### src/rtl/tx_ramp_pkg.sv
// Shared definitions for the transmit power ramp sequencer.
package tx_ramp_pkg;
    localparam int CMD_W = 5;
    localparam logic [CMD_W-1:0] CMD_TX_GO = 5'h02;

    typedef enum logic [1:0] {
        SQ_IDLE = 2'd0,
        SQ_LEAD = 2'd1,
        SQ_SEND = 2'd2,
        SQ_FALL = 2'd3
    } seq_state_t;
endpackage

### src/rtl/tx_ramp_start.sv
// Start request qualifier. Detects a rising edge on the trigger pin and a
// start command, and accepts either only while ready_i is high.
// Assumes trig_pin is already synchronous to clk.
module tx_ramp_start
    import tx_ramp_pkg::*;
(
    input  logic             clk,
    input  logic             rst_n,
    input  logic             ready_i,
    input  logic             trig_pin,
    input  logic             cmd_wr,
    input  logic [CMD_W-1:0] cmd_code,
    output logic             start_o
);
    logic trig_q;
    logic trig_rise;
    logic cmd_hit;

    // Pin history; resets high so a pin held high across reset is no edge.
    always_ff @(posedge clk) begin
        if (!rst_n) trig_q <= 1'b1;
        else        trig_q <= trig_pin;
    end

    // Merge both sources; same-cycle requests yield one start.
    always_comb begin
        trig_rise = trig_pin & ~trig_q;
        cmd_hit   = cmd_wr & (cmd_code == CMD_TX_GO);
        start_o   = ready_i & (trig_rise | cmd_hit);
    end
endmodule

### src/rtl/tx_ramp_gain.sv
// Gain stepper. Moves the gain code one step per STEP_CYC cycles, up towards
// target while up_en is high, or down while dn_en is high. floor_tick
// marks a step interval that ends with the gain already at zero.
// Assumes up_en and dn_en are never high together.
module tx_ramp_gain #(
    parameter int GAIN_W   = 4,
    parameter int STEP_CYC = 2
) (
    input  logic              clk,
    input  logic              rst_n,
    input  logic              up_en,
    input  logic              dn_en,
    input  logic [GAIN_W-1:0] target,
    output logic [GAIN_W-1:0] gain,
    output logic              floor_tick
);
    localparam int SC_W = (STEP_CYC > 1) ? $clog2(STEP_CYC) : 1;

    logic [SC_W-1:0] sc;
    logic            tick;
    logic            up_go;
    logic            moving;

    // Step interval decode and movement qualifiers.
    always_comb begin
        tick       = (sc == SC_W'(STEP_CYC - 1));
        up_go      = up_en & (gain < target);
        moving     = up_go | dn_en;
        floor_tick = dn_en & tick & (gain == '0);
    end

    // Step counter and gain register.
    always_ff @(posedge clk) begin
        if (!rst_n) begin
            sc   <= '0;
            gain <= '0;
        end else if (moving) begin
            if (tick) begin
                sc <= '0;
                if (up_go)              gain <= gain + GAIN_W'(1);
                else if (gain != '0)    gain <= gain - GAIN_W'(1);
            end else begin
                sc <= sc + SC_W'(1);
            end
        end else begin
            sc <= '0;
        end
    end

    p_gain_le_target_r5: assert property (@(posedge clk) disable iff (!rst_n)
        gain <= target);

    p_single_step_r5: assert property (@(posedge clk) disable iff (!rst_n)
        (gain == $past(gain)) || (gain == $past(gain) + GAIN_W'(1)) ||
        (gain == $past(gain) - GAIN_W'(1)));
endmodule

### src/rtl/tx_ramp_ctrl.sv
// Sequencing state machine. Counts the symbol period from acceptance, turns
// the amplifier on at the effective lead time, strobes data start, and
// waits for tx_done before ramping down and returning to idle.
// Assumes (2**GAIN_W-1)*STEP_CYC <= SYM_CYC and 4*LEAD_UNIT <= SYM_CYC.
module tx_ramp_ctrl
    import tx_ramp_pkg::*;
#(
    parameter int SYM_CYC   = 32,
    parameter int LEAD_UNIT = 4,
    parameter int STEP_CYC  = 2,
    parameter int GAIN_W    = 4
) (
    input  logic              clk,
    input  logic              rst_n,
    input  logic              pll_locked,
    input  logic              start_i,
    input  logic [1:0]        lead_sel,
    input  logic [GAIN_W-1:0] gain_cfg,
    input  logic              tx_done,
    input  logic              floor_tick,
    output logic              ready_o,
    output logic              up_en,
    output logic              dn_en,
    output logic [GAIN_W-1:0] target_q,
    output logic              pa_en,
    output logic              data_start,
    output logic              busy_tx,
    output logic              ramp_done
);
    localparam int CNT_W = $clog2(SYM_CYC + 1);
    localparam int LW    = CNT_W + GAIN_W + 4;

    seq_state_t       state;
    logic [CNT_W-1:0] cnt;
    logic [CNT_W-1:0] on_at_q;
    logic [CNT_W-1:0] on_at_d;
    logic [LW-1:0]    lead_base;
    logic [LW-1:0]    ramp_need;
    logic [LW-1:0]    lead_eff;

    // Effective lead: the larger of programmed lead and ramp time, capped.
    always_comb begin
        lead_base = (LW'(lead_sel) + LW'(1)) * LW'(LEAD_UNIT);
        ramp_need = LW'(gain_cfg) * LW'(STEP_CYC);
        lead_eff  = (ramp_need > lead_base) ? ramp_need : lead_base;
        if (lead_eff > LW'(SYM_CYC)) lead_eff = LW'(SYM_CYC);
        on_at_d   = CNT_W'(LW'(SYM_CYC) - lead_eff);
    end

    // State decodes shared with the start qualifier and gain stepper.
    always_comb begin
        ready_o = (state == SQ_IDLE) & pll_locked;
        busy_tx = (state != SQ_IDLE);
        up_en   = pa_en & ((state == SQ_LEAD) | (state == SQ_SEND));
        dn_en   = (state == SQ_FALL);
    end

    // Sequence state, symbol counter and amplifier enable.
    always_ff @(posedge clk) begin
        if (!rst_n) begin
            state      <= SQ_IDLE;
            cnt        <= '0;
            on_at_q    <= '0;
            target_q   <= '0;
            pa_en      <= 1'b0;
            data_start <= 1'b0;
            ramp_done  <= 1'b0;
        end else begin
            data_start <= 1'b0;
            ramp_done  <= 1'b0;
            unique case (state)
                SQ_IDLE: if (start_i) begin
                    state    <= SQ_LEAD;
                    cnt      <= '0;
                    on_at_q  <= on_at_d;
                    target_q <= gain_cfg;
                    pa_en    <= (on_at_d == '0);
                end
                SQ_LEAD: begin
                    cnt <= cnt + CNT_W'(1);
                    if (cnt + CNT_W'(1) == on_at_q) pa_en <= 1'b1;
                    if (cnt == CNT_W'(SYM_CYC - 1)) begin
                        state      <= SQ_SEND;
                        data_start <= 1'b1;
                    end
                end
                SQ_SEND: if (tx_done) state <= SQ_FALL;
                SQ_FALL: if (floor_tick) begin
                    state     <= SQ_IDLE;
                    pa_en     <= 1'b0;
                    ramp_done <= 1'b1;
                end
                default: state <= SQ_IDLE;
            endcase
        end
    end

    p_data_pulse_r3: assert property (@(posedge clk) disable iff (!rst_n)
        data_start |=> !data_start);

    p_done_pulse_r7: assert property (@(posedge clk) disable iff (!rst_n)
        ramp_done |=> !ramp_done && !busy_tx);

    p_pa_before_data_r4: assert property (@(posedge clk) disable iff (!rst_n)
        data_start |-> pa_en);
endmodule

### src/rtl/tx_ramp_seq.sv
// Transmit power ramp sequencer top. Ties together the start qualifier, the
// sequencing state machine and the gain stepper.
// Assumes all inputs are synchronous to clk.
module tx_ramp_seq
    import tx_ramp_pkg::*;
#(
    parameter int SYM_CYC   = 32,
    parameter int LEAD_UNIT = 4,
    parameter int STEP_CYC  = 2,
    parameter int GAIN_W    = 4
) (
    input  logic              clk,
    input  logic              rst_n,
    input  logic              pll_locked,
    input  logic              trig_pin,
    input  logic              cmd_wr,
    input  logic [CMD_W-1:0]  cmd_code,
    input  logic [1:0]        lead_sel,
    input  logic [GAIN_W-1:0] gain_cfg,
    input  logic              tx_done,
    output logic              pa_en,
    output logic [GAIN_W-1:0] pa_gain,
    output logic              data_start,
    output logic              busy_tx,
    output logic              ramp_done
);
    logic              ready;
    logic              start;
    logic              up_en;
    logic              dn_en;
    logic              floor_tick;
    logic [GAIN_W-1:0] target;

    tx_ramp_start u_start (
        .clk      (clk),
        .rst_n    (rst_n),
        .ready_i  (ready),
        .trig_pin (trig_pin),
        .cmd_wr   (cmd_wr),
        .cmd_code (cmd_code),
        .start_o  (start)
    );

    tx_ramp_ctrl #(
        .SYM_CYC   (SYM_CYC),
        .LEAD_UNIT (LEAD_UNIT),
        .STEP_CYC  (STEP_CYC),
        .GAIN_W    (GAIN_W)
    ) u_ctrl (
        .clk        (clk),
        .rst_n      (rst_n),
        .pll_locked (pll_locked),
        .start_i    (start),
        .lead_sel   (lead_sel),
        .gain_cfg   (gain_cfg),
        .tx_done    (tx_done),
        .floor_tick (floor_tick),
        .ready_o    (ready),
        .up_en      (up_en),
        .dn_en      (dn_en),
        .target_q   (target),
        .pa_en      (pa_en),
        .data_start (data_start),
        .busy_tx    (busy_tx),
        .ramp_done  (ramp_done)
    );

    tx_ramp_gain #(
        .GAIN_W   (GAIN_W),
        .STEP_CYC (STEP_CYC)
    ) u_gain (
        .clk        (clk),
        .rst_n      (rst_n),
        .up_en      (up_en),
        .dn_en      (dn_en),
        .target     (target),
        .gain       (pa_gain),
        .floor_tick (floor_tick)
    );

    p_off_means_zero_r6: assert property (@(posedge clk) disable iff (!rst_n)
        !pa_en |-> pa_gain == '0);

    p_ramp_by_data_r5: assert property (@(posedge clk) disable iff (!rst_n)
        data_start |-> pa_gain == target);
endmodule

### config.mk
export PLATFORM = sky130hd
export DESIGN_NAME = tx_ramp_seq
export DESIGN_NICKNAME = d
export VERILOG_FILES = /design/src/rtl/tx_ramp_pkg.sv /design/src/rtl/tx_ramp_start.sv /design/src/rtl/tx_ramp_gain.sv /design/src/rtl/tx_ramp_ctrl.sv /design/src/rtl/tx_ramp_seq.sv
export SDC_FILE = /design/constraint.sdc
export NUM_CORES = 1
export LEC_CHECK = 0
export CORE_MARGIN = 4
export CORE_UTILIZATION = 45
export CTS_CLUSTER_SIZE = 20
export DETAILED_ROUTE_END_ITERATION = 8
export DONT_BUFFER_PORTS = 1
export PLACE_DENSITY = 0.57
export SYNTH_ARGS = -nofsm -noshare
export SYNTH_HDL_FRONTEND = slang
export SYNTH_HIERARCHICAL = 1
export SYNTH_SLANG_ARGS = --single-unit
### constraint.sdc
create_clock -name clk -period 4.4 [get_ports clk]
set_clock_uncertainty 0.15 [all_clocks]
set_input_delay 1.32 -clock clk [delete_from_list [all_inputs] [get_ports clk]]
set_output_delay 1.32 -clock clk [all_outputs]
set_load 0.02 [all_outputs]
==> impl_metrics.prom <==
# TYPE chip_impl_metric gauge
chip_impl_metric{name="synth.ff_latch_count",unit=""} 26
chip_impl_info{name="timing.critical_path.from_type",value="input pin"} 1
chip_impl_metric{name="h-tree-depth",unit=""} 1
chip_impl_metric{name="fp.dieArea",unit="sq mm"} 0.00485
chip_impl_metric{name="cts-buffers-inserted",unit=""} 3
chip_impl_metric{name="synth_simple_gate_area_frac",unit=""} 0.257
chip_impl_metric{name="syn-cell-area",unit="sq mm"} 0.00171
chip_impl_metric{name="synth-seq-area-share",unit=""} 0.304
chip_impl_metric{name="antenna_found_initial",unit=""} 0
chip_impl_info{name="worst_min_path_class",value="register to register"} 1
chip_impl_metric{name="cts_buffer_depth",unit=""} 2
chip_impl_metric{name="ys_async_sr_fraction",unit=""} 0
chip_impl_metric{name="fmax",unit="MHz"} 278
chip_impl_metric{name="synth_compound_area_frac",unit=""} 0.171
chip_impl_metric{name="max_slew_margin",unit=""} 0.667
chip_impl_metric{name="ctsHoldBuffers",unit=""} 0
chip_impl_metric{name="netlist-cell-type-count",unit=""} 51
chip_impl_metric{name="postLayoutCellArea",unit="sq mm"} 0.00180
chip_impl_metric{name="synth_adder_area_share",unit=""} 0.129
chip_impl_metric{name="start_util",unit=""} 0.468
chip_impl_metric{name="insertion_delay",unit="ns"} 0.26
chip_impl_metric{name="crit_path_max_incr_delay",unit="ns"} 0.46
chip_impl_metric{name="core_area",unit="sq mm"} 0.00366
chip_impl_metric{name="cp_max_fo",unit=""} 6
chip_impl_metric{name="grt.total_usage",unit=""} 0.148
chip_impl_metric{name="vdd_ir_drop_max",unit="mV"} 0.124
chip_impl_info{name="timing_worst_setup_path_type",value="input pin to register"} 1
chip_impl_metric{name="syn2layout_area_growth",unit="%"} 4.97
chip_impl_metric{name="critical_path_arrival",unit="ns"} 3.65
chip_impl_metric{name="first_pass_grt_wire_length",unit="mm"} 6.04
chip_impl_info{name="path_cells",value="ha_1, inv_1, ha_1, nor3b_1, o31ai_2, nand2_1, o21ai_0, ha_1, nand2_1, nor4_1, o31ai_1, mux2i_1"} 1
chip_impl_metric{name="cts.repair_timing.setup_buffer_count",unit=""} 0
chip_impl_metric{name="num_io_pins",unit=""} 25
chip_impl_metric{name="final_max_slew_viol_count",unit=""} 0
chip_impl_metric{name="vias",unit=""} 1372
chip_impl_info{name="dominant_combinational_cell_family_by_area_after_synthesis",value="simple AND/OR/NAND/NOR gates"} 1
chip_impl_metric{name="dpl_cell_area",unit="sq mm"} 0.00176
chip_impl_metric{name="fp.dieH",unit="microns"} 69.7
chip_impl_metric{name="critical_path_buf_inv_count",unit=""} 1
chip_impl_metric{name="n_antenna_cell",unit=""} 0
chip_impl_info{name="tritoncts_clock_tree",value="yes"} 1
chip_impl_metric{name="finalNonFillerCells",unit=""} 250
chip_impl_metric{name="finalHoldViolCount",unit=""} 0
chip_impl_info{name="yosysTopAreaCell",value="sky130_fd_sc_hd__dfxtp_1"} 1
chip_impl_metric{name="maxCapViolCount",unit=""} 0
chip_impl_info{name="grt_setup_unrepaired",value="no"} 1
chip_impl_metric{name="detail_route.wl_per_cell",unit="microns"} 14.2
chip_impl_metric{name="drt_wl_total",unit="mm"} 3.55
chip_impl_metric{name="via_count_of_the_first_global_routing_pass",unit=""} 1353
chip_impl_metric{name="fin_crit_sh",unit=""} 0.819
chip_impl_metric{name="synth.mux.area_fraction",unit=""} 0.0417
chip_impl_metric{name="synth_fp_nets",unit=""} 237
chip_impl_info{name="synth_top_cells_by_area",value="sky130_fd_sc_hd__dfxtp_1 30%, sky130_fd_sc_hd__ha_1 12%, sky130_fd_sc_hd__nand2_1 5.7%"} 1
chip_impl_info{name="worst_path_most_repeated_cell",value="sky130_fd_sc_hd__ha_1"} 1
chip_impl_metric{name="timing.setup.tns",unit="ns"} 0
chip_impl_metric{name="synth_enable_flop_cells",unit=""} 0
chip_impl_metric{name="clkSinkCount",unit=""} 26
chip_impl_metric{name="yosys_warnings",unit=""} 6
chip_impl_metric{name="post_cts_sizing_count",unit=""} 0
chip_impl_metric{name="post_synth.cell_area_avg",unit="sq um"} 8.43
chip_impl_metric{name="dpl.cell_count",unit=""} 247
chip_impl_metric{name="finalSetupViolations",unit=""} 0
chip_impl_metric{name="avgViaCountPerCell",unit=""} 5.49
chip_impl_metric{name="drt_drc_violations_left",unit=""} 0
chip_impl_metric{name="final_net_count",unit=""} 238
chip_impl_info{name="cts_root_buffer",value="sky130_fd_sc_hd__clkbuf_8"} 1
chip_impl_metric{name="fin_util",unit=""} 0.491
chip_impl_metric{name="cts.clk_slew.worst_paths",unit="ns"} 0.08
chip_impl_metric{name="place.gp.congestion",unit=""} 0.827
chip_impl_metric{name="final.min_clock_period",unit="ns"} 3.60
chip_impl_metric{name="dp.final_hpwl",unit="mm"} 2.81
chip_impl_metric{name="die-width",unit="microns"} 69.7
chip_impl_metric{name="placementRows",unit=""} 22
chip_impl_metric{name="yosysTopAreaCellShare",unit=""} 0.304
chip_impl_metric{name="cp_data_required_time",unit="ns"} 4.45
chip_impl_metric{name="drt_pass1_iterations",unit=""} 4
chip_impl_metric{name="p_leak",unit="nW"} 0.683
chip_impl_metric{name="post_synthesis_cell_count",unit=""} 203
chip_impl_metric{name="synthXorXnorAreaFrac",unit=""} 0.0512
chip_impl_info{name="endpoint_kind",value="register"} 1
chip_impl_metric{name="drtAntennaViolNets",unit=""} 0
chip_impl_info{name="crit_slowest_cell",value="sky130_fd_sc_hd__o31ai_2"} 1
chip_impl_metric{name="grt_max_degree",unit=""} 22
chip_impl_info{name="ys_dominant_reg_cell",value="sky130_fd_sc_hd__dfxtp_1"} 1
chip_impl_metric{name="drive_above_1_share",unit=""} 0.0693
chip_impl_metric{name="drtIter0Drc",unit=""} 36
chip_impl_metric{name="power_density",unit="mW/mm^2"} 339
chip_impl_metric{name="final_total_pwr",unit="mW"} 0.609
chip_impl_metric{name="worst-slew-pin-transition",unit="ns"} 0.497
chip_impl_info{name="critical-path-top-delay-family",value="adder cells"} 1
chip_impl_metric{name="port_buffers",unit=""} 0
chip_impl_metric{name="overflow",unit=""} 0
chip_impl_info{name="run_status",value="completed"} 1
[kinds of logic after synthesis]
logic type	after synthesis
AO/OA/AOI/OAI	40
XOR/XNOR	10
adder cells (fa/ha/maj)	17
buffers and inverters	21
flip-flops	26
multiplexers	7
AND/OR/NAND/NOR	82
[sequential cells by signal, summed over array words and instances, names as in the netlist]
signal and cells:
u_ctrl/data_start 1, u_ctrl/target_q 4, u_ctrl/state 2, u_ctrl/cnt 6, u_ctrl/on_at_q 5, u_start/trig_q 1, u_ctrl/ramp_done 1, u_gain/gain 4
u_gain/sc 1, u_ctrl/pa_en 1
[report_power, final]
group	switching (mW)	internal [mW]	leakage, nW
logic	0.133	0.0773	0.452
registers	0.0188	0.251	0.210
clock network	0.0677	0.0611	0.0216
[final cells by class]
type | instances | area, sq um
Inverter | 17 | 63.8
Tap cell | 48 | 60.1
Clock buffer | 3 | 41.3
Fill cell | 352 | 1860
Multi-Input combinational cell | 156 | 1110
Sequential cell | 26 | 520
[path summary, 6_finish.rpt]
| check | cells past startpoint | slack [ns] | start | endpoint |
|---|---|---|---|---|
| min reg2reg | 2 | 0.31 | u_ctrl/target_q[0] | u_ctrl/target_q[0] |
| min | 2 | 0.31 | u_ctrl/target_q[0] | u_ctrl/target_q[0] |
| max | 12 | 0.80 | lead_sel[0] | u_ctrl/pa_en |
| max reg2reg | 9 | 1.57 | u_gain/gain[1] | u_gain/gain[3] |
[metrics by stage]
| step | hold WS (ns) | setup slack [ns] |
|---|---|---|
| global placement | 0.293 | 0.707 |
| floorplan | 0.281 | 0.825 |
| finish | 0.309 | 0.799 |
| detailed placement | 0.296 | 0.539 |
| global route | 0.325 | 0.636 |
| CTS | 0.308 | 0.802 |
[synthesized netlist by cell type, types with 3 or more instances]
library cell                n
sky130_fd_sc_hd__nor2b_1    8
sky130_fd_sc_hd__dfxtp_1   26
sky130_fd_sc_hd__clkbuf_1   3
sky130_fd_sc_hd__nor3_1     4
sky130_fd_sc_hd__nand3_1    3
sky130_fd_sc_hd__xnor2_1    8
sky130_fd_sc_hd__a21oi_1   10
sky130_fd_sc_hd__nand2_1   26
sky130_fd_sc_hd__and2_1     3
sky130_fd_sc_hd__ha_1      16
sky130_fd_sc_hd__nor2_1    15
sky130_fd_sc_hd__inv_1     16
sky130_fd_sc_hd__o31ai_1    3
sky130_fd_sc_hd__mux2i_1    6
sky130_fd_sc_hd__nand2b_1   4
sky130_fd_sc_hd__a22oi_1    4
sky130_fd_sc_hd__o21ai_0    6
[worst reg2reg max path: cells and delay by family (launching register included)]
family	cells	cell delay [ns]
and+or+nand+nor	1	0.11
DFF	1	0.58
AOI/OAI and AO/OA	5	1.02
adders and majority gates	2	0.66
muxes	1	0.24
[placed cells by master, fill, tap and decap left out, drive strengths merged, types with 2 or more instances in the layout]
master	count
a211oi	2
a21boi	2
a21o	2
a21oi	11
a22oi	4
and2	3
and3	3
clkbuf	3
dfxtp	26
ha	16
inv	16
mux2i	6
nand2	27
nand2b	4
nand3	4
nand3b	2
nor2	15
nor2b	8
nor3	4
nor3b	3
nor4	2
o21ai	7
o31ai	4
xnor2	8
xor2	2
[per-layer routing]
metal | vias up | track usage | routed length [microns]
li1 | 711 | - | -
met1 | 636 | 0.189 | 1680
met2 | 23 | 0.255 | 1690
met3 | 2 | 0.0304 | 169
met4 | 0 | 0.0340 | 10
met5 | - | 0 | 0
No activity file was read; power rests on OpenSTA's default activity.
